$ cat src/rtl/frame_irq_wdt_pkg.sv
package frame_irq_wdt_pkg;

  // Strobes from control to datapath
  typedef struct packed {
    logic intervalAdvance;
    logic intervalWrap;
    logic wdAdvance;
    logic wdClear;
  } ctrlStrobes_t;

  // Status from datapath to control
  typedef struct packed {
    logic intervalLast;
    logic wdLast;
  } cntStatus_t;

endpackage

$ cat src/rtl/frame_irq_wdt_datapath.sv
module frame_irq_wdt_datapath
  import frame_irq_wdt_pkg::*;
#(
  parameter int IRQ_PERIOD = 64,
  parameter int WD_PERIOD  = 4000
) (
  input  logic         clk,
  input  logic         rstN,
  input  ctrlStrobes_t strobes,
  output cntStatus_t   status
);
  localparam int IW = (IRQ_PERIOD > 1) ? $clog2(IRQ_PERIOD) : 1;
  localparam int WW = (WD_PERIOD > 1) ? $clog2(WD_PERIOD) : 1;
  localparam logic [IW-1:0] INT_LAST = IW'(IRQ_PERIOD - 1);
  localparam logic [WW-1:0] WD_LAST  = WW'(WD_PERIOD - 1);

  logic [IW-1:0] intervalCnt;
  logic [WW-1:0] wdCnt;

  always_ff @(posedge clk or negedge rstN) begin
    if (!rstN) begin
      intervalCnt <= '0;
    end else if (strobes.intervalWrap) begin
      intervalCnt <= '0;
    end else if (strobes.intervalAdvance) begin
      intervalCnt <= intervalCnt + 1'b1;
    end
  end

  always_ff @(posedge clk or negedge rstN) begin
    if (!rstN) begin
      wdCnt <= '0;
    end else if (strobes.wdClear) begin
      wdCnt <= '0;
    end else if (strobes.wdAdvance && (wdCnt != WD_LAST)) begin
      wdCnt <= wdCnt + 1'b1;
    end
  end

  always_comb begin
    status.intervalLast = (intervalCnt == INT_LAST);
    status.wdLast       = (wdCnt == WD_LAST);
  end

  // Interval count holds when no tick is present
  assert_interval_hold_R6: assert property (@(posedge clk) disable iff (!rstN)
    !strobes.intervalAdvance |=> $stable(intervalCnt));

  // Interval count never leaves its range, so the grid is fixed
  assert_interval_range_R5: assert property (@(posedge clk) disable iff (!rstN)
    intervalCnt <= INT_LAST);

  // Restart clears the watchdog count
  assert_wd_clear_R9: assert property (@(posedge clk) disable iff (!rstN)
    strobes.wdClear |=> (wdCnt == '0));

endmodule

$ cat src/rtl/frame_irq_wdt_control.sv
module frame_irq_wdt_control
  import frame_irq_wdt_pkg::*;
(
  input  logic         clk,
  input  logic         rstN,
  input  logic         frameTick,
  input  logic         irqRelease,
  input  logic         wdRestart,
  input  cntStatus_t   status,
  output ctrlStrobes_t strobes,
  output logic         irqActive,
  output logic         timeoutFlag
);
  logic periodEnd;
  logic wdExpire;

  always_comb begin
    periodEnd               = frameTick && status.intervalLast;
    wdExpire                = frameTick && !wdRestart && !timeoutFlag && status.wdLast;
    strobes.intervalAdvance = frameTick;
    strobes.intervalWrap    = periodEnd;
    strobes.wdClear         = wdRestart;
    strobes.wdAdvance       = frameTick && !wdRestart && !timeoutFlag;
  end

  // Assertion has priority over release
  always_ff @(posedge clk or negedge rstN) begin
    if (!rstN) begin
      irqActive <= 1'b0;
    end else if (periodEnd) begin
      irqActive <= 1'b1;
    end else if (irqRelease) begin
      irqActive <= 1'b0;
    end
  end

  always_ff @(posedge clk or negedge rstN) begin
    if (!rstN) begin
      timeoutFlag <= 1'b0;
    end else if (wdExpire) begin
      timeoutFlag <= 1'b1;
    end
  end

  assert_irq_hold_R3: assert property (@(posedge clk) disable iff (!rstN)
    irqActive && !irqRelease |=> irqActive);

  assert_irq_needs_tick_R6: assert property (@(posedge clk) disable iff (!rstN)
    $rose(irqActive) |-> $past(frameTick));

  assert_release_loses_R4: assert property (@(posedge clk) disable iff (!rstN)
    frameTick && status.intervalLast && irqRelease |=> irqActive);

  assert_timeout_sticky_R10: assert property (@(posedge clk) disable iff (!rstN)
    timeoutFlag |=> timeoutFlag);

  assert_timeout_cause_R8: assert property (@(posedge clk) disable iff (!rstN)
    $rose(timeoutFlag) |-> ($past(frameTick) && !$past(wdRestart)));

endmodule

$ cat src/rtl/frame_irq_wdt.sv
module frame_irq_wdt
  import frame_irq_wdt_pkg::*;
#(
  parameter int IRQ_PERIOD = 64,
  parameter int WD_PERIOD  = 4000
) (
  input  logic clk,
  input  logic rstN,
  input  logic frameTick,
  input  logic irqRelease,
  input  logic wdRestart,
  output logic irqN,
  output logic wdTimeout
);
  ctrlStrobes_t strobes;
  cntStatus_t   status;
  logic         irqActive;
  logic         timeoutFlag;

  frame_irq_wdt_control control_i (
    .clk        (clk),
    .rstN       (rstN),
    .frameTick  (frameTick),
    .irqRelease (irqRelease),
    .wdRestart  (wdRestart),
    .status     (status),
    .strobes    (strobes),
    .irqActive  (irqActive),
    .timeoutFlag(timeoutFlag)
  );

  frame_irq_wdt_datapath #(
    .IRQ_PERIOD(IRQ_PERIOD),
    .WD_PERIOD (WD_PERIOD)
  ) datapath_i (
    .clk    (clk),
    .rstN   (rstN),
    .strobes(strobes),
    .status (status)
  );

  assign irqN      = !irqActive;
  assign wdTimeout = timeoutFlag;

  // Reset state at the ports
  assert_reset_state_R1: assert property (@(posedge clk)
    !rstN |-> (irqN && !wdTimeout));

endmodule

$ cat config.mk
export PLATFORM = sky130hd
export DESIGN_NAME = frame_irq_wdt
export DESIGN_NICKNAME = d
export VERILOG_FILES = /design/src/rtl/frame_irq_wdt_pkg.sv /design/src/rtl/frame_irq_wdt_datapath.sv /design/src/rtl/frame_irq_wdt_control.sv /design/src/rtl/frame_irq_wdt.sv
export SDC_FILE = /design/constraint.sdc
export NUM_CORES = 1
export LEC_CHECK = 0
export ABC_AREA = 1
export BUFFER_PORTS_ARGS = -buffer_cell sky130_fd_sc_hd__buf_4
export CAP_MARGIN = 20
export CORE_MARGIN = 1.5
export CORE_UTILIZATION = 55
export DETAILED_ROUTE_END_ITERATION = 10
export PLACE_DENSITY = 0.73
export SLEW_MARGIN = 15
export SYNTH_ARGS = -nofsm -noshare
export SYNTH_HDL_FRONTEND = slang
export SYNTH_HIERARCHICAL = 1
export SYNTH_SLANG_ARGS = --single-unit
$ cat constraint.sdc
create_clock -name clk -period 3.6 [get_ports clk]
set_input_delay 0.36 -clock clk [delete_from_list [all_inputs] [get_ports clk]]
set_output_delay 0.36 -clock clk [all_outputs]
set_load 0.01 [all_outputs]
==> summary by stage, run 1 <==
Clock network
After clock tree synthesis, the clock-pin slew on the worst setup and hold paths is 110 ps. In this run the clock root is driven by a sky130_fd_sc_hd__clkbuf_4. In this run the number of H-tree levels came out at 1.

The later pin in the worst-skew pair is clocked with a latency of 300 ps. TritonCTS built the clock tree. The clock buffer count from CTS is 3.

The number of clock sinks seen by CTS is 20. The maximum buffer depth of the clock tree is 2. The post-cts gate resize count is 0.

Outcome
The run finished with clean final reports.

Yosys
Synthesis handed over a netlist of 158 instances. Synthesis inferred 20 register bits. Yosys printed 6 warnings.

The fraction of synthesized cell area taken by the top area cell type is 42.3%. The proportion of synthesized area in mux cells is 0%. The area of the mapped netlist is 1180 sq um. The area fraction in compound gates after synthesis is 8.88%. The post-synthesis share of cell area spent on full adders, half adders and majority gates is 2.11%. In this run, distinct cell masters in the synthesized netlist total 25. Counting every net in the synthesized netlist gives 165. Ranked by total cell area, the synthesized netlist is headed by sky130_fd_sc_hd__dfrtp_1 (42%), sky130_fd_sc_hd__nand2_1 (12%), sky130_fd_sc_hd__inv_1 (6.7%).

The parity-gate share of the synthesized area counting xor and xnor cells is 1.48%. sky130_fd_sc_hd__dfrtp_1 takes more of the synthesized area than any other cell. By area, the combinational part of the netlist is dominated by simple AND/OR/NAND/NOR gates.

Averaged over all synthesized cells, the footprint is 7.49 sq um. The sequential share of the synthesized area is 42.3%. The synthesized-area fraction occupied by and/or/nand/nor cells is 35.3%.

Timing
The final max-slew violation count is 0. The number of endpoints failing setup at the final stage is 0. The worst path setup slack after routing is 1910 ps. The final worst clock skew is 5.92 ps. The fmax is 0.591 GHz.

Setup repair after global routing left no endpoint under its margin. The clock period minus final worst setup slack is 1690 ps. The tightest slew margin relative to the limit is 67.3%. In the final timing run, aggregate negative setup slack is 0 ps. The transition time at the pin with the least slew margin is 489 ps.

The post-route clock period utilization is 47.0%. The count of final hold-check violations is 0.

Die
The width of the chip is 49.4 um. The floorplan row count is 16. The die covers 2440 sq um.

The initial cell density of the core is 59.1%. After floorplanning, the core was sized to cover 2000 sq um. The die is 49.4 um tall. The number of primary I/O pins is 7.

Routing
Wires add up to 2480 um. The count of routing violations after the opening detailed-route iteration is 55. For this run, design rule violations remaining after detail routing come to 0. The first detailed-routing pass ran for 4 iterations. Summing over every cut layer, the via total after detailed routing is 1062. The average detailed-routed wire length per instance is 12.9 um. The via density per instance is 5.50. The count of antenna-violating nets left after detailed routing is 0.

Finish
The leading cell type in the layout, fill and taps excluded is sky130_fd_sc_hd__nand2_1. In the layout the commonest cells are sky130_fd_sc_hd__nand2_1 (38), sky130_fd_sc_hd__inv_1 (21), sky130_fd_sc_hd__dfrtp_1 (20). The count of nets after finishing is 174. The number of cells in the finished layout apart from fillers is 193.

The area added between synthesis and finish is 8.67%. Of the cells placed in the final design, the portion with a size suffix greater than 1 is 12.0%. 0 antenna diodes ended up in the layout.

Critical path
The worst endpoint data arrival time is 1900 ps. The worst setup path is captured at a flop. Setup slack on the worst reg-to-reg path comes out at 1910 ps. In this run the critical register-to-register path is captured at datapath_i/intervalCnt[5]. The startpoint of the worst register-to-register path is datapath_i/intervalCnt[0]. The worst path required time is 3800 ps. The critical path starts at datapath_i/intervalCnt[0]. The number of cell instances on the worst register-to-register path is 10. The capture point of the worst path is datapath_i/intervalCnt[5]. The worst setup path is launched from a flop. The maximum fanout along the worst path is 3. The class of the most critical setup path is flop to flop.

Min path
The path class of the tightest hold or removal check is input pin to flop. Along the worst hold path, the cell count comes to 2.

Power
Of the total power, combinational logic draws 20.6%. The switching share of power is 30.7%. The power density relative to cell area is 418 nW/um^2. The internal portion of the total power is 372 uW. IR analysis of the VDD net gives a maximum drop of 0.387 mV. In this run the power spent charging and discharging nets is 165 uW. The fraction of power consumed by the clock network is 24.4%. Of the total power, registers draw 55.0%. The leakage dissipation is 0.000615 uW.

Placed design
The setup slack at placement is 1960 ps. The count of buffers inserted at the top-level ports is 6. Detailed placement finished with a half-perimeter wire length of 1760 um. The number of cells in the design after placement is 188. The global placement routability congestion is 0.906.

Global route
The largest net degree at the start of global routing is 21. The via count of the first global-routing pass came to 1003. The global-route wire length before repair is 4510 um.

The number of antenna violations at the first check in global routing came to 0. In the global route stage, overall resource usage came out at 24.0%. The overall overflow remaining after global route is 0.

Job
Across the run, the number of max-cap violations was 0.
## flip-flops by register name (all words and copies together), names as in the netlist
name,count
datapath_i/intervalCnt,6
control_i/timeoutFlag,1
datapath_i/wdCnt,12
control_i/irqActive,1
## kinds of logic (layout without fill, tap and decap cells)
family | count (synthesis) | after routing
buffers and inverters | 27 | 35
adders and majority gates | 2 | 2
DFF | 20 | 20
xor gates and xnor gates | 2 | 2
AOI/OAI and AO/OA | 18 | 18
and+or+nand+nor | 89 | 89
## critical path: stages, from the launching register on
cell                      delay [ps]
sky130_fd_sc_hd__dfrtp_1         410
sky130_fd_sc_hd__ha_1            200
sky130_fd_sc_hd__nand3_1          80
sky130_fd_sc_hd__nor2_1          110
sky130_fd_sc_hd__nand2_1          80
sky130_fd_sc_hd__inv_1           110
sky130_fd_sc_hd__nor2_1           90
sky130_fd_sc_hd__nor2_1          190
sky130_fd_sc_hd__nand3_1         110
sky130_fd_sc_hd__o21ai_0         160
sky130_fd_sc_hd__a21oi_1          60
## cell usage after synthesis (all sizes together)
cell type and number:
nand4 11, inv 22, a21oi 5, buf 3, nor3b 1, xnor2 1, o21ai 9, a21o 1
dfrtp 20, o211ai 1, nand3 16, clkinv 2, nor2 19, nand2 42, xor2 1, ha 2
o21bai 2
## how the worst min path moves through the flow
stage	start	end	slack [ps]
global route	irqRelease	control_i/irqActive	250
global placement	rstN	control_i/timeoutFlag	250
CTS	irqRelease	control_i/irqActive	240
detailed placement	rstN	control_i/timeoutFlag	250
floorplan	rstN	control_i/irqActive	60
finish	irqRelease	control_i/irqActive	250
## area by class of cell
type | count | area (sq um)
Inverter | 24 | 95.1
Fill cell | 178 | 716
Multi-Input combinational cell | 111 | 566
Tap cell | 27 | 33.8
Timing Repair Buffer | 7 | 55.1
Clock buffer | 4 | 36.3
Sequential cell | 20 | 500
## through the flow
stage	total power [uW]	hold WS (ps)	util [%]	instance area [sq um]
after floorplan	377	64.4	-	1180
after global placement	405	249	61.9	1240
after detailed placement	410	252	61.9	1240
after CTS	545	240	64.3	1290
after global routing	578	247	64.3	1290
final	537	249	64.3	1290
## power groups by stage
stage	clock, uW	sequential, uW	combinational (uW)
6_report	131	296	111
5_1_grt	147	300	131
4_1_cts	138	295	111
3_5_place_dp	0	298	112
3_3_place_gp	0	298	107
2_1_floorplan	0	291	85.4
## repair_timing
action	in CTS	in global routing
hold endpoints to repair	20	0
buffers inserted	0	0
hold buffers	1	0
endpoints found under the setup margin	0	0
## routing by layer
metal	vias to the layer above	GRT usage (%)	share of wire [%]
li1	533	-	-
met1	495	33.5	49
met2	30	38.1	44
met3	4	4.60	4.8
met4	0	6.94	1.2
met5	-	0	0
No activity file was read; power rests on OpenSTA's default activity.
==> inputs of run 2 (changes only) <==
Settings changed: ABC_AREA 1 to 0, CORE_UTILIZATION 55 to 52.
Clock period 3.6 ns to 1.4 ns, I/O delays scaled along.
==> summary by stage, run 2 <==
Outcome
The run finished, with violations left. The checks that failed: setup timing.

Yosys
The cell count after synthesis came out at 105. Sequential elements use 46.5% of the synthesized area. In the post-synthesis netlist, the cell with the most instances is sky130_fd_sc_hd__dfrtp_1. The cell type with the highest aggregate area in the netlist is sky130_fd_sc_hd__dfrtp_1. Synthesis instantiated 31 different standard cells from the library. Counting flops and latches in the post-synthesis netlist gives 20. Counting flops with an async set or reset pin after synthesis yields a share of 100%. In this run the mean area of a mapped cell was 10.2 sq um. For this run, the leading register cell type out of synthesis is sky130_fd_sc_hd__dfrtp_1. The fraction of synthesized cell area taken by the top area cell type is 46.5%.

The yosys synthesis warning count is 6. The synthesized netlist occupies a cell area of 1080 sq um. Counting flops with a built-in enable in the synthesized netlist gives 0. The synthesized netlist net count is 112.

After synthesis, the most frequently instantiated cells are sky130_fd_sc_hd__dfrtp_1 (20), sky130_fd_sc_hd__nor2_1 (18), sky130_fd_sc_hd__xnor2_1 (8). Ranked by total cell area, the synthesized netlist is headed by sky130_fd_sc_hd__dfrtp_1 (47%), sky130_fd_sc_hd__xnor2_1 (6.5%), sky130_fd_sc_hd__nor2_1 (6.3%).

Critical path
STA classifies the critical path endpoint as a flop. The critical path goes through ha_2, and4_4, a31o_4, nor3_4, mux2_4. The maximum fanout along the worst path is 2. On the worst path, the slowest cell contributes a delay of 410 ps.

The largest individual stage delay along the critical path comes from the cell sky130_fd_sc_hd__dfrtp_1. The startpoint type of the worst setup path is a flop. The critical path contains buffers and inverters numbering 0 combined. The class of the most critical setup path is flop to flop. STA puts the critical path data arrival time at 1790 ps. On the critical path the largest part of the delay comes from flip-flops. At the worst endpoint, the required time is 1620 ps.

Finish
The final instance area is 1420 sq um. The number of flip-flops in the largest register is 12. The leading cell type in the layout, fill and taps excluded is sky130_fd_sc_hd__buf_4.

At the end of the flow the core is filled with cells to 72.6%. The layout has 133 filler cells. The count of nets after finishing is 140.

The largest registers in the layout are datapath_i/wdCnt: 12 flops, datapath_i/intervalCnt: 6 flops. The area added between synthesis and finish is 32.3%. The number of inserted diodes is 0. The top cell types in the final layout, fill and taps aside, are sky130_fd_sc_hd__buf_4 (26), sky130_fd_sc_hd__dfrtp_1 (20), sky130_fd_sc_hd__nor2_1 (18).

Cells with a size suffix above 1 make up 39.4% of the layout. Ranked by flip-flop count, first place goes to datapath_i/wdCnt.

Timing
The clock period minus final worst setup slack is 1570 ps. The post-route clock period utilization is 112%. Setup repair after global routing could not meet its margin everywhere. The final worst clock skew is 13.0 ps. For the pin with the worst max-slew slack, the measured transition is 285 ps. The fmax is 0.636 GHz. The count of final hold-check violations is 0.

Setup violations remaining at the end of the flow were counted as 12. In this run the tightest slew margin relative to its limit is 80.8%. Hold is met by 97.2 ps. Across all setup checks in the final design, the least slack found is -173 ps.

The final max-slew violation count is 0.

Die
The die is 48.5 um wide. Once the floorplan was initialized, standard cells occupied 54.8% of the core. The die covers 2350 sq um. The die is 48.5 um tall.

The core footprint is 1960 sq um. The floorplan row count is 16. The number of primary I/O pins is 7.

Power
The leakage dissipation is 0.000680 uW. The peak supply drop is 0.766 mV. The power density relative to cell area is 980 nW/um^2.

Routing
For this block, the routed nets add up to 2820 um of wire. The final routed DRC violation total is 0. After the first detailed-routing iteration, the DRC count stood at 27. The first-pass iteration count of the detailed router is 4.

Detailed routing inserted a total of 904 vias. The average detailed-routed wire length per instance is 17.7 um. Using the TritonRoute via totals, the vias-per-cell ratio works out to 5.69.

The count of nets left with antenna violations once routing finished came out at 0.

Clock network
Clock-pin slew was measured on the worst setup and hold paths at 120 ps. The later-pin clock latency in the skew report is 310 ps. Clock tree synthesis selected as its root buffer the cell sky130_fd_sc_hd__clkbuf_4. The maximum buffer depth of the clock tree is 2. The TritonCTS clock tree is done. The number of clock sinks seen by CTS is 20.

In this run the number of H-tree levels came out at 1. The number of clock buffers added by TritonCTS is 3.

Global route
The overall fraction of global-route tracks in use is 24.2%. The number of antenna violations at the first check in global routing is 0. The first global-routing pass estimated 4280 um of wire. The largest net degree at the start of global routing is 21.

The via count of the first global-routing pass is 935. After global routing the overflow that remains totals 0.

Placed design
The count of buffers inserted at the top-level ports is 6. The half-perimeter wire length after detailed placement is 1680 um. At the end of routability-driven placement, the weighted congestion stood at 0.760. The area after detailed placement is 1270 sq um.

Job
The number of maximum-capacitance constraint violations is 0.

Min path
The min-delay analysis places its worst path in the category input pin to flop.
## run 2: worst paths after layout
| path | start | to | slack, ps | cells after the start |
|---|---|---|---|---|
| worst max-delay path | datapath_i/wdCnt[0] | datapath_i/wdCnt[5] | -170 | 5 |
| min in group asynchronous | rstN | datapath_i/intervalCnt[4] | 220 | 2 |
| worst max register to register | datapath_i/wdCnt[0] | datapath_i/wdCnt[5] | -170 | 5 |
| max in group asynchronous | rstN | datapath_i/intervalCnt[5] | 960 | 2 |
| worst min-delay path | frameTick | control_i/timeoutFlag | 100 | 2 |
| worst min register to register | control_i/irqActive | control_i/irqActive | 520 | 1 |
## run 2: layer usage
| metal | track usage, % | up-vias | part of all wire [%] |
|---|---|---|---|
| li1 | - | 415 | - |
| met1 | 29.1 | 445 | 40 |
| met2 | 41.0 | 32 | 52 |
| met3 | 4.32 | 12 | 4.2 |
| met4 | 13.8 | 0 | 4.0 |
| met5 | 0 | - | 0 |
## run 2: power by group
group | switching, uW | leakage [uW] | internal [uW] | total, uW
clock network | 188 | 0.0000210 | 159 | 347
registers | 97.4 | 0.000267 | 671 | 769
logic | 147 | 0.000392 | 134 | 280
total | 432 | 0.000680 | 964 | 1400
## run 2: logic make-up (layout without fill, tap and decap cells)
logic type	Yosys count	in the layout	synth area share [%]
XOR/XNOR	13	13	10.6
AO/OA/AOI/OAI	9	9	6.51
AND/OR/NAND/NOR	48	48	26.3
multiplexers	3	3	3.26
flip-flops	20	20	46.5
adder cells (fa/ha/maj)	2	2	2.33
buffers and inverters	10	37	4.53
## run 2: what timing repair did
| item | 4_1_cts | 5_1_grt |
|---|---|---|
| gates resized for setup | 7 | 9 |
| setup endpoints to repair | 10 | 12 |
| hold buffers | 1 | 0 |
| pin swaps | 5 | 4 |
| endpoints found under the hold margin | 20 | 0 |
| setup buffers | 0 | 2 |
## run 2: cell type report
cell class,instances,area (sq um),area share [%]
clock buffer,4,36.3,2.55
sequential,20,500,35.1
timing repair buffer,27,205,14.4
inverter,6,22.5,1.58
tap,27,33.8,2.37
multi-input combinational,75,626,43.9
## run 2: metrics by stage
step	std cells	setup WS (ps)	setup TNS, ps	power (uW)
3_3_place_gp	152	-102	-127	1010
2_1_floorplan	105	-181	-181	941
6_report	159	-173	-940	1400
4_1_cts	157	-158	-586	1380
5_1_grt	159	-188	-1490	1490
3_5_place_dp	152	-170	-454	1030
